--- src/rtl/ep_pkg.sv ---
package ep_pkg;
  localparam int unsigned EP_SLOTS = 8;
  localparam int unsigned EP_IW    = 32;
endpackage

--- src/rtl/ep_scan.sv ---
module ep_scan #(
  parameter int unsigned SLOTS = 8,
  parameter int unsigned PW    = $clog2(SLOTS)
) (
  input  logic [SLOTS-1:0] chain_i,
  input  logic [PW-1:0]    ptr_i,
  output logic [PW-1:0]    end_o,
  output logic [SLOTS-1:0] mask_o,
  output logic             last_o,
  output logic             err_o
);
  logic found;
  always_comb begin
    end_o = PW'(SLOTS-1);
    found = 1'b0;
    for (int i = 0; i < SLOTS; i++) begin
      if (!found && (PW+1)'(i) >= {1'b0, ptr_i} && !chain_i[i]) begin
        end_o = PW'(i);
        found = 1'b1;
      end
    end
  end

  for (genvar g = 0; g < SLOTS; g++) begin : g_mask
    assign mask_o[g] = ((PW+1)'(g) >= {1'b0, ptr_i}) && ((PW+1)'(g) <= {1'b0, end_o});
  end

  assign last_o = (end_o == PW'(SLOTS-1));
  assign err_o  = last_o && chain_i[SLOTS-1];
endmodule

--- src/rtl/ep_fetch_buf.sv ---
module ep_fetch_buf #(
  parameter int unsigned SLOTS = 8,
  parameter int unsigned IW    = 32,
  parameter int unsigned PW    = $clog2(SLOTS)
) (
  input  logic                clk_i,
  input  logic                rst_ni,
  input  logic                fetch_valid_i,
  input  logic [SLOTS*IW-1:0] fetch_pkt_i,
  input  logic                advance_i,
  input  logic                last_i,
  input  logic [PW-1:0]       end_i,
  output logic                fetch_req_o,
  output logic                have_o,
  output logic [PW-1:0]       ptr_o,
  output logic [SLOTS*IW-1:0] pkt_o
);
  logic take;
  assign fetch_req_o = !have_o;
  assign take        = fetch_req_o && fetch_valid_i;

  always_ff @(posedge clk_i or negedge rst_ni) begin
    if (!rst_ni) begin
      have_o <= 1'b0;
      ptr_o  <= '0;
      pkt_o  <= '0;
    end else if (take) begin
      have_o <= 1'b1;
      ptr_o  <= '0;
      pkt_o  <= fetch_pkt_i;
    end else if (advance_i) begin
      have_o <= !last_i;
      ptr_o  <= last_i ? '0 : end_i + PW'(1);
    end
  end

  assert_fetch_hold_R2: assert property (@(posedge clk_i) disable iff (!rst_ni)
    take |=> !fetch_req_o);
  assert_scan_progress_R4: assert property (@(posedge clk_i) disable iff (!rst_ni)
    (advance_i && have_o) |=> (!have_o || ptr_o > $past(ptr_o)));
endmodule

--- src/rtl/ep_issue.sv ---
module ep_issue #(
  parameter int unsigned SLOTS = 8,
  parameter int unsigned IW    = 32
) (
  input  logic                clk_i,
  input  logic                rst_ni,
  input  logic                stall_i,
  input  logic                have_i,
  input  logic [SLOTS-1:0]    mask_i,
  input  logic                err_i,
  input  logic [SLOTS*IW-1:0] pkt_i,
  output logic [SLOTS-1:0]    valid_o,
  output logic [SLOTS*IW-1:0] instr_o,
  output logic                err_o
);
  logic [SLOTS*IW-1:0] lanes;
  for (genvar g = 0; g < SLOTS; g++) begin : g_lane
    assign lanes[g*IW +: IW] = mask_i[g] ? pkt_i[g*IW +: IW] : '0;
  end

  always_ff @(posedge clk_i or negedge rst_ni) begin
    if (!rst_ni) begin
      valid_o <= '0;
      instr_o <= '0;
      err_o   <= 1'b0;
    end else if (!stall_i) begin
      valid_o <= have_i ? mask_i : '0;
      instr_o <= have_i ? lanes : '0;
      err_o   <= have_i && err_i;
    end
  end

  assert_stall_hold_R7: assert property (@(posedge clk_i) disable iff (!rst_ni)
    stall_i |=> ($stable(valid_o) && $stable(instr_o) && $stable(err_o)));
endmodule

--- src/rtl/ep_dispatch.sv ---
module ep_dispatch
  import ep_pkg::*;
#(
  parameter int unsigned SLOTS = EP_SLOTS,
  parameter int unsigned IW    = EP_IW
) (
  input  logic                clk_i,
  input  logic                rst_ni,
  output logic                fetch_req_o,
  input  logic                fetch_valid_i,
  input  logic [SLOTS*IW-1:0] fetch_pkt_i,
  input  logic                stall_i,
  output logic [SLOTS-1:0]    issue_valid_o,
  output logic [SLOTS*IW-1:0] issue_instr_o,
  output logic                chain_err_o
);
  localparam int unsigned PW = $clog2(SLOTS);

  logic                have, last, err, advance;
  logic [PW-1:0]       ptr, end_idx;
  logic [SLOTS-1:0]    chain, mask;
  logic [SLOTS*IW-1:0] pkt;

  for (genvar g = 0; g < SLOTS; g++) begin : g_chain
    assign chain[g] = pkt[g*IW];
  end

  assign advance = have && !stall_i;

  ep_fetch_buf #(.SLOTS(SLOTS), .IW(IW), .PW(PW)) u_buf (
    .clk_i, .rst_ni, .fetch_valid_i, .fetch_pkt_i,
    .advance_i(advance), .last_i(last), .end_i(end_idx),
    .fetch_req_o, .have_o(have), .ptr_o(ptr), .pkt_o(pkt)
  );

  ep_scan #(.SLOTS(SLOTS), .PW(PW)) u_scan (
    .chain_i(chain), .ptr_i(ptr), .end_o(end_idx),
    .mask_o(mask), .last_o(last), .err_o(err)
  );

  ep_issue #(.SLOTS(SLOTS), .IW(IW)) u_issue (
    .clk_i, .rst_ni, .stall_i, .have_i(have), .mask_i(mask), .err_i(err),
    .pkt_i(pkt), .valid_o(issue_valid_o), .instr_o(issue_instr_o),
    .err_o(chain_err_o)
  );

  assert_err_at_tail_R6: assert property (@(posedge clk_i) disable iff (!rst_ni)
    chain_err_o |-> issue_valid_o[SLOTS-1]);
  assert_idle_clear_R9: assert property (@(posedge clk_i) disable iff (!rst_ni)
    (!have && !stall_i) |=> (issue_valid_o == '0));
endmodule

--- config.mk ---
export PLATFORM = sky130hd
export DESIGN_NAME = ep_dispatch
export DESIGN_NICKNAME = d
export VERILOG_FILES = /design/src/rtl/ep_pkg.sv /design/src/rtl/ep_scan.sv /design/src/rtl/ep_fetch_buf.sv /design/src/rtl/ep_issue.sv /design/src/rtl/ep_dispatch.sv
export SDC_FILE = /design/constraint.sdc
export NUM_CORES = 1
export LEC_CHECK = 0
export BUFFER_PORTS_ARGS = -buffer_cell sky130_fd_sc_hd__buf_2
export CAP_MARGIN = 20
export CELL_PAD_IN_SITES_DETAIL_PLACEMENT = 0
export CELL_PAD_IN_SITES_GLOBAL_PLACEMENT = 1
export CORE_MARGIN = 1.5
export CORE_UTILIZATION = 45
export DETAILED_ROUTE_END_ITERATION = 12
export PLACE_DENSITY = 0.84
export SYNTH_ARGS = -nofsm -noshare
export SYNTH_HDL_FRONTEND = slang
export SYNTH_SLANG_ARGS = --single-unit
--- constraint.sdc ---
create_clock -name clk_i -period 4.7 [get_ports clk_i]
set_clock_uncertainty 0.1 [all_clocks]
set_input_delay 0.705 -clock clk_i [delete_from_list [all_inputs] [get_ports clk_i]]
set_output_delay 0.705 -clock clk_i [all_outputs]
set_load 0.005 [all_outputs]
### After elaboration in Yosys (flattened, before gate mapping)

Index checks and enable logic that the tools add are counted.

* register bits after elaboration: 525
* latch bits: 0
* bits in writable memories: 0
* ROM bits: 0
* output and inout port bits: 266
* word-level logic and storage cells: 95
* memories kept: 0

* add/subtract/negate cells: 1
* multiply operators: 0
* div/mod/pow operators: 0
* magnitude comparators: 14
* eq/ne operators: 1
* shifts and indexed selects: 0
* multiplexer cells: 30
* bitwise logic cells: 0
* reductions and logical operators: 43

Operators by type and width (number)
* $mux 256: 1
* $mux 32: 8
* $mux 3: 11
* $logic_and 1x1->1: 24
* $logic_not 1->1: 18
* $le 3x3->1 const A: 4
* $ge 3x3->1 const A: 3
* $mux 1: 9
* $mux 8: 1
* $ge 1x3->1 const A: 2
* $ge 2x3->1 const A: 2
* $le 2x3->1 const A: 2
* $add 3x1->3 const B: 1
* $eq 3x3->1 const B: 1
* $le 1x3->1 const A: 1
* $reduce_bool 2->1: 1

### Depth between registers and ports, before layout

Gate-level depths: netlist (run 1).

* depth in word-level cells: 34
* mapped depth: 12
* depth with buffers taken out: 9

### Modules after synthesis

A second synthesis (run 1) with hierarchy kept.

* cell total of the unflattened synthesis: 1790
* area, all modules: 21854.7 µm²

By module, submodules not included
* ep_issue: instances 1, cells an instance 1180, area an instance 10826.6 µm², seq. area each 6631.4 µm²
* ep_fetch_buf: instances 1, cells an instance 559, area an instance 10705.3 µm², seq. area each 6506.2 µm²
* ep_scan: instances 1, cells an instance 50, area an instance 309.0 µm², seq. area each 0.0 µm²
* ep_dispatch: instances 1, cells an instance 1, area an instance 13.8 µm², seq. area each 0.0 µm²

### Worst setup path after synthesis (run 1)

No wires, ideal clock.

* path kind: register to register
* start point: register u_buf.pkt_o[64]
* end point: register u_issue.instr_o[247]
* setup time: 0.121 ns
* arrival time: 2.313 ns
* required time: 4.479 ns
* slack: 2.166 ns
* cell stages (with the launch flop): 12
* cell sequence: dfrtp_1 -> o21ai_1 -> a211oi_1 -> nor2_1 -> o22ai_1 -> inv_1 -> ha_1 -> ha_1 -> and2_1 -> clkbuf_1 -> clkbuf_1 -> a22o_1

* cells in the longest elaborated chain, start to end: 25

RTL lines
* start, declared: RTL line ep_fetch_buf.sv:16 `output logic [SLOTS*IW-1:0] pkt_o`
* start signal, assigned: RTL line ep_fetch_buf.sv:30 `pkt_o <= fetch_pkt_i;`
* $logic_not 1->1 *: RTL line ep_scan.sv:17 `if (!found && (PW+1)'(i) >= {1'b0, ptr_i} && !chain_i[i]) begin`
* $logic_and 1x1->1 *: RTL line ep_scan.sv:17
* $mux 1: RTL line ep_scan.sv:17
* $logic_not 1->1: RTL line ep_scan.sv:17
* $logic_and 1x1->1 (2 in a row): RTL line ep_scan.sv:17
* $mux 1: RTL line ep_scan.sv:17
* $logic_not 1->1: RTL line ep_scan.sv:17
* $logic_and 1x1->1 (2 in a row): RTL line ep_scan.sv:17
* [... 6 more ...]
* $logic_and 1x1->1 (2 in a row): RTL line ep_scan.sv:17
* $mux 1: RTL line ep_scan.sv:17
* $logic_not 1->1: RTL line ep_scan.sv:17
* $logic_and 1x1->1: RTL line ep_scan.sv:17
* $mux 3 *: RTL line ep_scan.sv:17
* $le 3x3->1 *: RTL line ep_scan.sv:25 `assign mask_o[g] = ((PW+1)'(g) >= {1'b0, ptr_i}) && ((PW+1)'(g) <= {1'b0, end_o});`
* $mux 32 *: RTL line ep_issue.sv:18 `assign lanes[g*IW +: IW] = mask_i[g] ? pkt_i[g*IW +: IW] : '0;`
* $mux 256 *: RTL line ep_issue.sv:28 `instr_o <= have_i ? lanes : '0;`
* end signal, assigned: RTL line ep_issue.sv:28
* end, declared: RTL line ep_issue.sv:13 `output logic [SLOTS*IW-1:0] instr_o,`

Every way passes the cells marked *; elsewhere a longest branch is shown, timed or not.
A chain may end at the register's enable or synchronous reset.

### Worst setup path after layout (run 1)

* start point: register u_buf.ptr_o[1]
* end point: register u_issue.instr_o[235]

* cells in the longest elaborated chain, start to end: 33

RTL lines
* start, declared: RTL line ep_fetch_buf.sv:15 `output logic [PW-1:0] ptr_o,`
* start signal, assigned: RTL line ep_fetch_buf.sv:33 `ptr_o <= last_i ? '0 : end_i + PW'(1);`
* $ge 1x3->1: RTL line ep_scan.sv:17
* $logic_and 1x1->1: RTL line ep_scan.sv:17
* $mux 1: RTL line ep_scan.sv:17
* $logic_not 1->1: RTL line ep_scan.sv:17
* $logic_and 1x1->1 (2 in a row): RTL line ep_scan.sv:17
* $mux 1: RTL line ep_scan.sv:17
* $logic_not 1->1: RTL line ep_scan.sv:17
* $logic_and 1x1->1 (2 in a row): RTL line ep_scan.sv:17
* [... 14 more ...]
* $logic_and 1x1->1 (2 in a row): RTL line ep_scan.sv:17
* $mux 1: RTL line ep_scan.sv:17
* $logic_not 1->1: RTL line ep_scan.sv:17
* $logic_and 1x1->1: RTL line ep_scan.sv:17
* $mux 3 *: RTL line ep_scan.sv:17
* $le 3x3->1 *: RTL line ep_scan.sv:25
* $mux 32 *: RTL line ep_issue.sv:18
* $mux 256 *: RTL line ep_issue.sv:28

Marks and branches as above.

==> insert_results.sql, run 1 <==
INSERT INTO impl_metrics (metric_group, metric, value, unit) VALUES
('logic_synthesis', 'postSynthNetCount', '1468', ''),
('timing', 'final_period_minus_worst_setup_slack', '3040', 'ps'),
('logic_synthesis', 'synth-adder-area-share', '0.261', '%'),
('worst_setup_path', 'worstSetupStartpointType', 'register', ''),
('timing', 'finalMaxSlewViolations', '0', ''),
('timing', 'worstMarginPinSlew', '1070', 'ps'),
('global_route', 'track_usage', '21.8', '%'),
('placement', 'gp_routability_congestion', '0.830', ''),
('floorplan', 'rows', '75', ''),
('power', 'cellPowerDensity', '663', 'nW/um2'),
('logic_synthesis', 'postSynthRegisterBits', '524', ''),
('run_status', 'run_status', 'complete, no violations', ''),
('clock_tree', 'cts_root_buffer', 'clkbuf_16', ''),
('floorplan', 'fp.dieArea', '43900', 'um2'),
('timing', 'max_slew_margin', '28.6', '%'),
('timing', 'timing.setup.tns', '0', 'ps'),
('worst_setup_path', 'critical_path_s_largest_stage_delay', '650', 'ps'),
('clock_tree', 'clock_tree.buffer_depth', '3', ''),
('layout', 'stdcell_area', '24200', 'um2'),
('worst_setup_path', 'crit_chain', 'o21ai_1 > a211oi_1 > nor2_1 > o22ai_1 > inv_1 > ha_1 > ha_1 > and2_1 > buf_4 > a22o_1', ''),
('logic_synthesis', 'seq_area_frac_synth', '68.3', '%'),
('floorplan', 'die_h', '209', 'um'),
('clock_tree', 'numCtsBuffers', '54', ''),
('worst_setup_path', 'reg2reg_from', 'u_buf.ptr_o[1]$_DFFE_PN0P_', ''),
('logic_synthesis', 'async_reset_ff_share', '100', '%'),
('detailed_routing', 'detail_route.wl_per_cell', '20.8', 'um'),
('worst_setup_path', 'arrival', '3400', 'ps'),
('logic_synthesis', 'ys_dominant_reg_cell', 'dfrtp_1', ''),
('worst_setup_path', 'r2r_end', 'u_issue.instr_o[235]$_DFFE_PN0N_', ''),
('timing', 'tcrit_tclk_final', '64.8', '%'),
('logic_synthesis', 'synth_top_cell_by_area', 'dfrtp_1', ''),
('logic_synthesis', 'yosys.cell_types.count', '36', ''),
('timing', 'unrepaired_setup_endpoints_after_global_routing', 'no', ''),
('detailed_routing', 'drc', '0', ''),
('worst_setup_path', 'cpMostUsedCell', 'ha_1', ''),
('logic_synthesis', 'synth.area.mux_share', '15.0', '%'),
('logic_synthesis', 'synth_edf_count', '0', ''),
('placement', 'detailedPlacementHpwl', '32.5', 'mm'),
('logic_synthesis', 'synth_top_area_share', '68.3', '%'),
('floorplan', 'floorplan.io_pins', '526', ''),
('placement', 'placedInstanceArea', '22400', 'um2'),
('layout', 'post_route_cells_drive_above_1_share', '51.3', '%'),
('global_route', 'antenna_found_initial', '15', ''),
('worst_setup_path', 'critical-path-slowest-cell', 'dfrtp_1', ''),
('clock_tree', 'tritoncts', 'built', ''),
('logic_synthesis', 'post_synth_and_or_nand_nor_area_fraction', '0.789', '%'),
('logic_synthesis', 'synthTopCellsByCount', 'dfrtp_1 (524), a22o_1 (258), mux2_2 (254), clkbuf_1 (73)', ''),
('logic_synthesis', 'yosysWarnings', '0', ''),
('detailed_routing', 'firstDrtPassIters', '5', ''),
('timing', 'setup_violations', '0', ''),
('detailed_routing', 'drtIter0Drc', '763', ''),
('detailed_routing', 'wl', '48.2', 'mm'),
('detailed_routing', 'via_count', '12400', ''),
('logic_synthesis', 'synthMostInstantiatedCell', 'dfrtp_1', ''),
('detailed_routing', 'drtAntennaViolNets', '0', ''),
('global_route', 'grt_start_max_net_pins', '140', ''),
('power', 'total_leakage_power', '12.4', 'nW'),
('worst_setup_path', 'critical_path.startpoint', 'u_buf.ptr_o[1]$_DFFE_PN0P_', ''),
('logic_synthesis', 'post_synth.cell_area_avg', '15.9', 'um2'),
('worst_setup_path', 'crit_buf_inv', '2', ''),
('layout', 'fin_nets', '1986', ''),
('clock_tree', 'worst_setup_hold_path_clk_slew', '60', 'ps'),
('worst_setup_path', 'cp.depth', '10', ''),
('clock_tree', 'hold_buf_cts', '0', ''),
('logic_synthesis', 'synth_top_family_by_area', 'multiplexers', ''),
('clock_tree', 'post_cts_repair_timing_setup_buffer_count', '0', ''),
('worst_setup_path', 'critPathCaptureType', 'register', ''),
('worst_setup_path', 'worstSetupPathType', 'register to register', ''),
('clock_tree', 'insertion_delay', '580', 'ps'),
('floorplan', 'die_w', '209', 'um'),
('power', 'vdd.ir_drop.worst', '0.366', 'mV');
-- registers in the layout, summed over array words and instances, names as in the netlist --
signal and flops:
u_buf.ptr_o 3, u_issue.instr_o 256, u_issue.valid_o 8, u_buf.pkt_o 256, u_buf.have_o 1
-- layout make-up --
class | instances | area (um2)
Clock inverter | 22 | 260
Tap cell | 539 | 674
Timing Repair Buffer | 550 | 2880
Clock buffer | 77 | 1600
Fill cell | 3365 | 17800
Sequential cell | 524 | 13100
Inverter | 10 | 37.5
Multi-Input combinational cell | 582 | 5650
Antenna cell | 12 | 30.0
-- power by group --
group / switching (mW) / leakage (nW) / internal (mW)
sequential: 1.17 / 6.75 / 6.45
combinational: 1.78 / 4.75 / 2.27
clock: 1.76 / 0.924 / 2.64
-- per-stage QoR --
| stage | hold slack [ps] | setup slack, ps | total power, mW | cells |
|---|---|---|---|---|
| floorplan | 309 | 2170 | 9.87 | 1204 |
| global placement | 358 | 1610 | 11.5 | 2205 |
| CTS | 177 | 1660 | 16.3 | 2304 |
| finish | 142 | 1660 | 16.1 | 2316 |
| detailed placement | 367 | 1550 | 11.8 | 2205 |
| global route | 213 | 1440 | 17.0 | 2315 |
-- layer usage --
layer	GRT usage, %	vias to the layer above	wire length, um	part of all wire (%)
met5	0	-	34	0.071
met4	10.7	6	1870	3.9
met3	5.22	114	3190	6.6
met2	35.1	436	23700	49
met1	27.9	6381	19400	40
li1	-	5510	-	-
-- cells by family (layout without fill, tap and decap cells) --
kind of cell             count (synthesis)  after routing
other                                    0             12
multiplexers                           255            255
AND/OR/NAND/NOR                         31             31
AO/OA/AOI/OAI                          292            292
adder cells (fa/ha/maj)                  4              4
flip-flops                             524            524
buffers and inverters                   98            659
-- cell usage in the layout, fill, tap and decap left out, types with 10 or more instances in the layout --
cell type and count:
clkinv_2 10, mux2_2 254, dfrtp_1 524, clkbuf_16 55, buf_4 21, inv_1 10, buf_2 523, a22o_1 258
a21o_1 10, clkbuf_8 15, nor2_1 10, diode_2 12
-- worst min-delay path by stage --
stage	startpoint	slack (ps)	depth (start not counted)	to
floorplan	rst_ni	310	0	u_buf.have_o$_DFFE_PN0P_
global placement	u_issue.valid_o[1]$_DFFE_PN0N_	360	1	u_issue.valid_o[1]$_DFFE_PN0N_
detailed placement	u_issue.valid_o[1]$_DFFE_PN0N_	370	1	u_issue.valid_o[1]$_DFFE_PN0N_
CTS	rst_ni	180	1	u_issue.instr_o[142]$_DFFE_PN0N_
global route	rst_ni	210	1	u_issue.instr_o[142]$_DFFE_PN0N_
finish	rst_ni	140	1	u_issue.instr_o[142]$_DFFE_PN0N_
Power figures use the tool's default switching activity.
==> run 2: changes to the inputs <==
--- a/config.mk
+++ b/config.mk
@@ -10,9 +10,9 @@
 export CELL_PAD_IN_SITES_DETAIL_PLACEMENT = 0
 export CELL_PAD_IN_SITES_GLOBAL_PLACEMENT = 1
 export CORE_MARGIN = 1.5
-export CORE_UTILIZATION = 45
+export CORE_UTILIZATION = 38
 export DETAILED_ROUTE_END_ITERATION = 12
-export PLACE_DENSITY = 0.84
+export PLACE_DENSITY = 0.76
 export SYNTH_ARGS = -nofsm -noshare
 export SYNTH_HDL_FRONTEND = slang
 export SYNTH_SLANG_ARGS = --single-unit
==> constraint.sdc (replaced) <==
create_clock -name clk_i -period 2.8 [get_ports clk_i]
set_clock_uncertainty 0.1 [all_clocks]
set_input_delay 0.42 -clock clk_i [delete_from_list [all_inputs] [get_ports clk_i]]
set_output_delay 0.42 -clock clk_i [all_outputs]
set_load 0.005 [all_outputs]
==> run 2 against run 1 <==
  * Routed wire length up 11%
  * Die area up 18%
  * Global-route usage down 1.2 points
  * Critical path depth down 1
  * Via count up 8.6%
  * Non-clock buffer count up 281
  * Cell count up 18%
  * Combinational power up 88%
  * Fmax up 14%
  * Hold slack better by 180 ps
  * Count of clock-buffer cells in the layout up 6
  * Setup slack worse by 1500 ps
  * Largest cell class unchanged
  * Highest routed layer unchanged
==> insert_results.sql, run 2 (same netlist as run 1, synthesis figures left out) <==
INSERT INTO impl_metrics (metric_group, metric, value, unit) VALUES
('hold_path', 'type_of_the_worst_min_delay_path', 'input pin to async pin', ''),
('global_route', 'wire_length_of_the_first_global_routing_pass', '85.3', 'mm'),
('worst_setup_path', 'worstSetupPathType', 'register to register', ''),
('power', 'power.sequential.fraction', '46.5', '%'),
('clock_tree', 'numCtsBuffers', '55', ''),
('layout', 'multi_input_area', '5710', 'um2'),
('placement', 'gp_routability_congestion', '0.835', ''),
('worst_setup_path', 'arrival', '3040', 'ps'),
('power', 'share_comb_of_total_power', '27.9', '%'),
('floorplan', 'die_h', '228', 'um'),
('detailed_routing', 'drtAntennaViolNets', '0', ''),
('timing', 'final_period_minus_worst_setup_slack', '2670', 'ps'),
('worst_setup_path', 'worstSetupStartpointType', 'register', ''),
('global_route', 'antenna_found_initial', '2', ''),
('worst_setup_path', 'critical_path.startpoint', 'u_buf.ptr_o[1]$_DFFE_PN0P_', ''),
('worst_setup_path', 'critPathCaptureType', 'register', ''),
('worst_setup_path', 'rr_worst_depth', '9', ''),
('floorplan', 'fp.dieArea', '51800', 'um2'),
('global_route', 'grt_start_max_net_pins', '193', ''),
('worst_setup_path', 'reg2reg_from', 'u_buf.ptr_o[1]$_DFFE_PN0P_', ''),
('detailed_routing', 'wl', '53.3', 'mm'),
('layout', 'final-seq-area', '13100', 'um2'),
('worst_setup_path', 'crit_buf_inv', '2', ''),
('worst_setup_path', 'cp.depth', '9', ''),
('timing', 'max_slew_margin', '35.4', '%'),
('worst_setup_path', 'crit_chain', 'buf_4 > and3b_1 > o21ai_0 > and3_1 > o22ai_2 > ha_1 > inv_1 > a31oi_4 > a22o_1', ''),
('layout', 'biggestRegsByFlops', 'u_buf.pkt_o x256, u_issue.instr_o x256, u_issue.valid_o x8', ''),
('worst_setup_path', 'critical_path_s_largest_stage_delay', '410', 'ps'),
('placement', 'port_buffers', '525', ''),
('power', 'vdd.ir_drop.worst', '0.564', 'mV'),
('layout', 'fin_nets', '2270', ''),
('timing', 'unrepaired_setup_endpoints_after_global_routing', 'no', ''),
('detailed_routing', 'drc', '0', ''),
('detailed_routing', 'via_count', '13500', ''),
('power', 'total_leakage_power', '13.6', 'nW'),
('flow_run', 'timing.max_cap.violations', '0', ''),
('power', 'cellPowerDensity', '1010', 'nW/um2'),
('power', 'power_report.internal_total', '19.1', 'mW'),
('power', 'power.switching', '8.25', 'mW'),
('worst_setup_path', 'timing.critical_path.required', '3170', 'ps'),
('global_route', 'track_usage', '20.6', '%'),
('clock_tree', 'cts_root_buffer', 'clkbuf_16', ''),
('detailed_routing', 'firstDrtPassIters', '4', ''),
('worst_setup_path', 'path_max_fanout', '16', ''),
('run_status', 'run_status', 'complete, no violations', ''),
('timing', 'setup_violations', '0', ''),
('clock_tree', 'cts_num_sinks', '524', ''),
('timing', 'timing.setup.tns', '0', 'ps'),
('timing', 'fmax', '0.375', 'GHz'),
('clock_tree', 'htreeDepth', '2', ''),
('layout', 'post_route_cells_drive_above_1_share', '45.1', '%'),
('global_route', 'via_count_of_the_first_global_routing_pass', '14900', ''),
('floorplan', 'rows', '82', ''),
('layout', 'layout.filler_cells', '4103', ''),
('layout', 'area_delta_synth_final', '41.6', '%'),
('floorplan', 'coreArea', '50000', 'um2'),
('floorplan', 'floorplan.initialDensity', '38.4', '%'),
('placement', 'detailedPlacementHpwl', '33.9', 'mm'),
('timing', 'tcrit_tclk_final', '95.2', '%'),
('timing', 'worstMarginPinSlew', '968', 'ps'),
('worst_setup_path', 'critical-path-slowest-cell', 'dfrtp_1', ''),
('detailed_routing', 'vias_per_cell', '4.97', ''),
('floorplan', 'die_w', '228', 'um'),
('placement', 'post-place-cells', '2358', ''),
('timing', 'finalMaxSlewViolations', '0', ''),
('worst_setup_path', 'timing.critical_path.max_delay_family', 'compound AO/OA/AOI/OAI gates', ''),
('power', 'sw_frac_of_total', '30.1', '%'),
('layout', 'instances_no_fill', '2723', ''),
('clock_tree', 'insertion_delay', '580', 'ps'),
('detailed_routing', 'drtIter0Drc', '596', ''),
('power', 'power.clock.fraction', '25.7', '%'),
('detailed_routing', 'detail_route.wl_per_cell', '19.6', 'um'),
('floorplan', 'floorplan.io_pins', '526', ''),
('timing', 'finalHoldViolations', '0', ''),
('clock_tree', 'worst_setup_hold_path_clk_slew', '60', 'ps'),
('clock_tree', 'clock_tree.buffer_depth', '3', ''),
('global_route', 'globalRouteOverflowTotal', '0', ''),
('clock_tree', 'tritoncts', 'built', ''),
('layout', 'mostFrequentLayoutCells', 'buf_2 (523), dfrtp_1 (523), a22o_1 (258), dlygate4sd3_1 (258), mux2_2 (254)', '');
run 2: worst paths after layout:
check                                                    to  slack [ps]
setup reg to reg           u_issue.instr_o[139]$_DFFE_PN0N_         130
setup / recovery           u_issue.instr_o[139]$_DFFE_PN0N_         130
min in group clk_i         u_issue.instr_o[156]$_DFFE_PN0N_         370
max in group asynchronous      u_buf.pkt_o[174]$_DFFE_PN0P_        1400
hold / removal             u_issue.instr_o[138]$_DFFE_PN0N_         330
hold reg to reg            u_issue.instr_o[156]$_DFFE_PN0N_         370
run 2: cell type report:
type | instances | share of cell area (%)
Sequential cell | 524 | 48.3
Timing Repair Buffer | 831 | 21.1
Multi-Input combinational cell | 584 | 21.0
Clock buffer | 83 | 5.82
Tap cell | 672 | 3.10
Clock inverter | 17 | 0.557
Inverter | 10 | 0.138
Antenna cell | 2 | 0.0184
run 2: stage by stage:
stage | util (%) | total power, mW | hold WS [ps] | setup slack, ps | instance area [um2]
floorplan | - | 16.6 | 24.4 | 266 | 19200
global placement | 45.5 | 19.5 | 359 | 5.76 | 22700
detailed placement | 45.5 | 19.9 | 364 | -146 | 22700
CTS | 54.2 | 27.6 | 319 | 2.66 | 27100
global route | 54.4 | 29.0 | 352 | 10.2 | 27200
finish | 54.4 | 27.4 | 326 | 134 | 27200
run 2: layer usage:
layer / part of all wire [%] / GRT usage (%)
met3: 5.4 / 4.52
met5: 0.024 / 0
met4: 4.4 / 9.75
met2: 49 / 34.2
met1: 41 / 25.7
run 2: worst register-to-register path, cell delays in order (launching register included):
cell,delay [ps]
dfrtp_1,410
buf_4,180
and3b_1,170
o21ai_0,310
and3_1,250
o22ai_2,110
ha_1,230
inv_1,230
a31oi_4,290
a22o_1,290
run 2: power groups by stage:
stage / Sequential (mW) / Clock (mW) / Combinational (mW)
floorplan: 12.5 / 0 / 4.10
global placement: 12.6 / 0 / 6.91
detailed placement: 12.8 / 0 / 7.12
CTS: 12.7 / 7.25 / 7.63
global route: 13.1 / 7.57 / 8.28
finish: 12.7 / 7.03 / 7.64
run 2: timing repair:
action                                  in CTS  in global routing
cloned                                       2                  0
hold endpoints to repair                   316                  0
buffers inserted                             0                  3
hold buffers                               258                  0
pin swaps                                    0                  4
endpoints found under the setup margin      65                 97
gates resized for setup                      4                  3
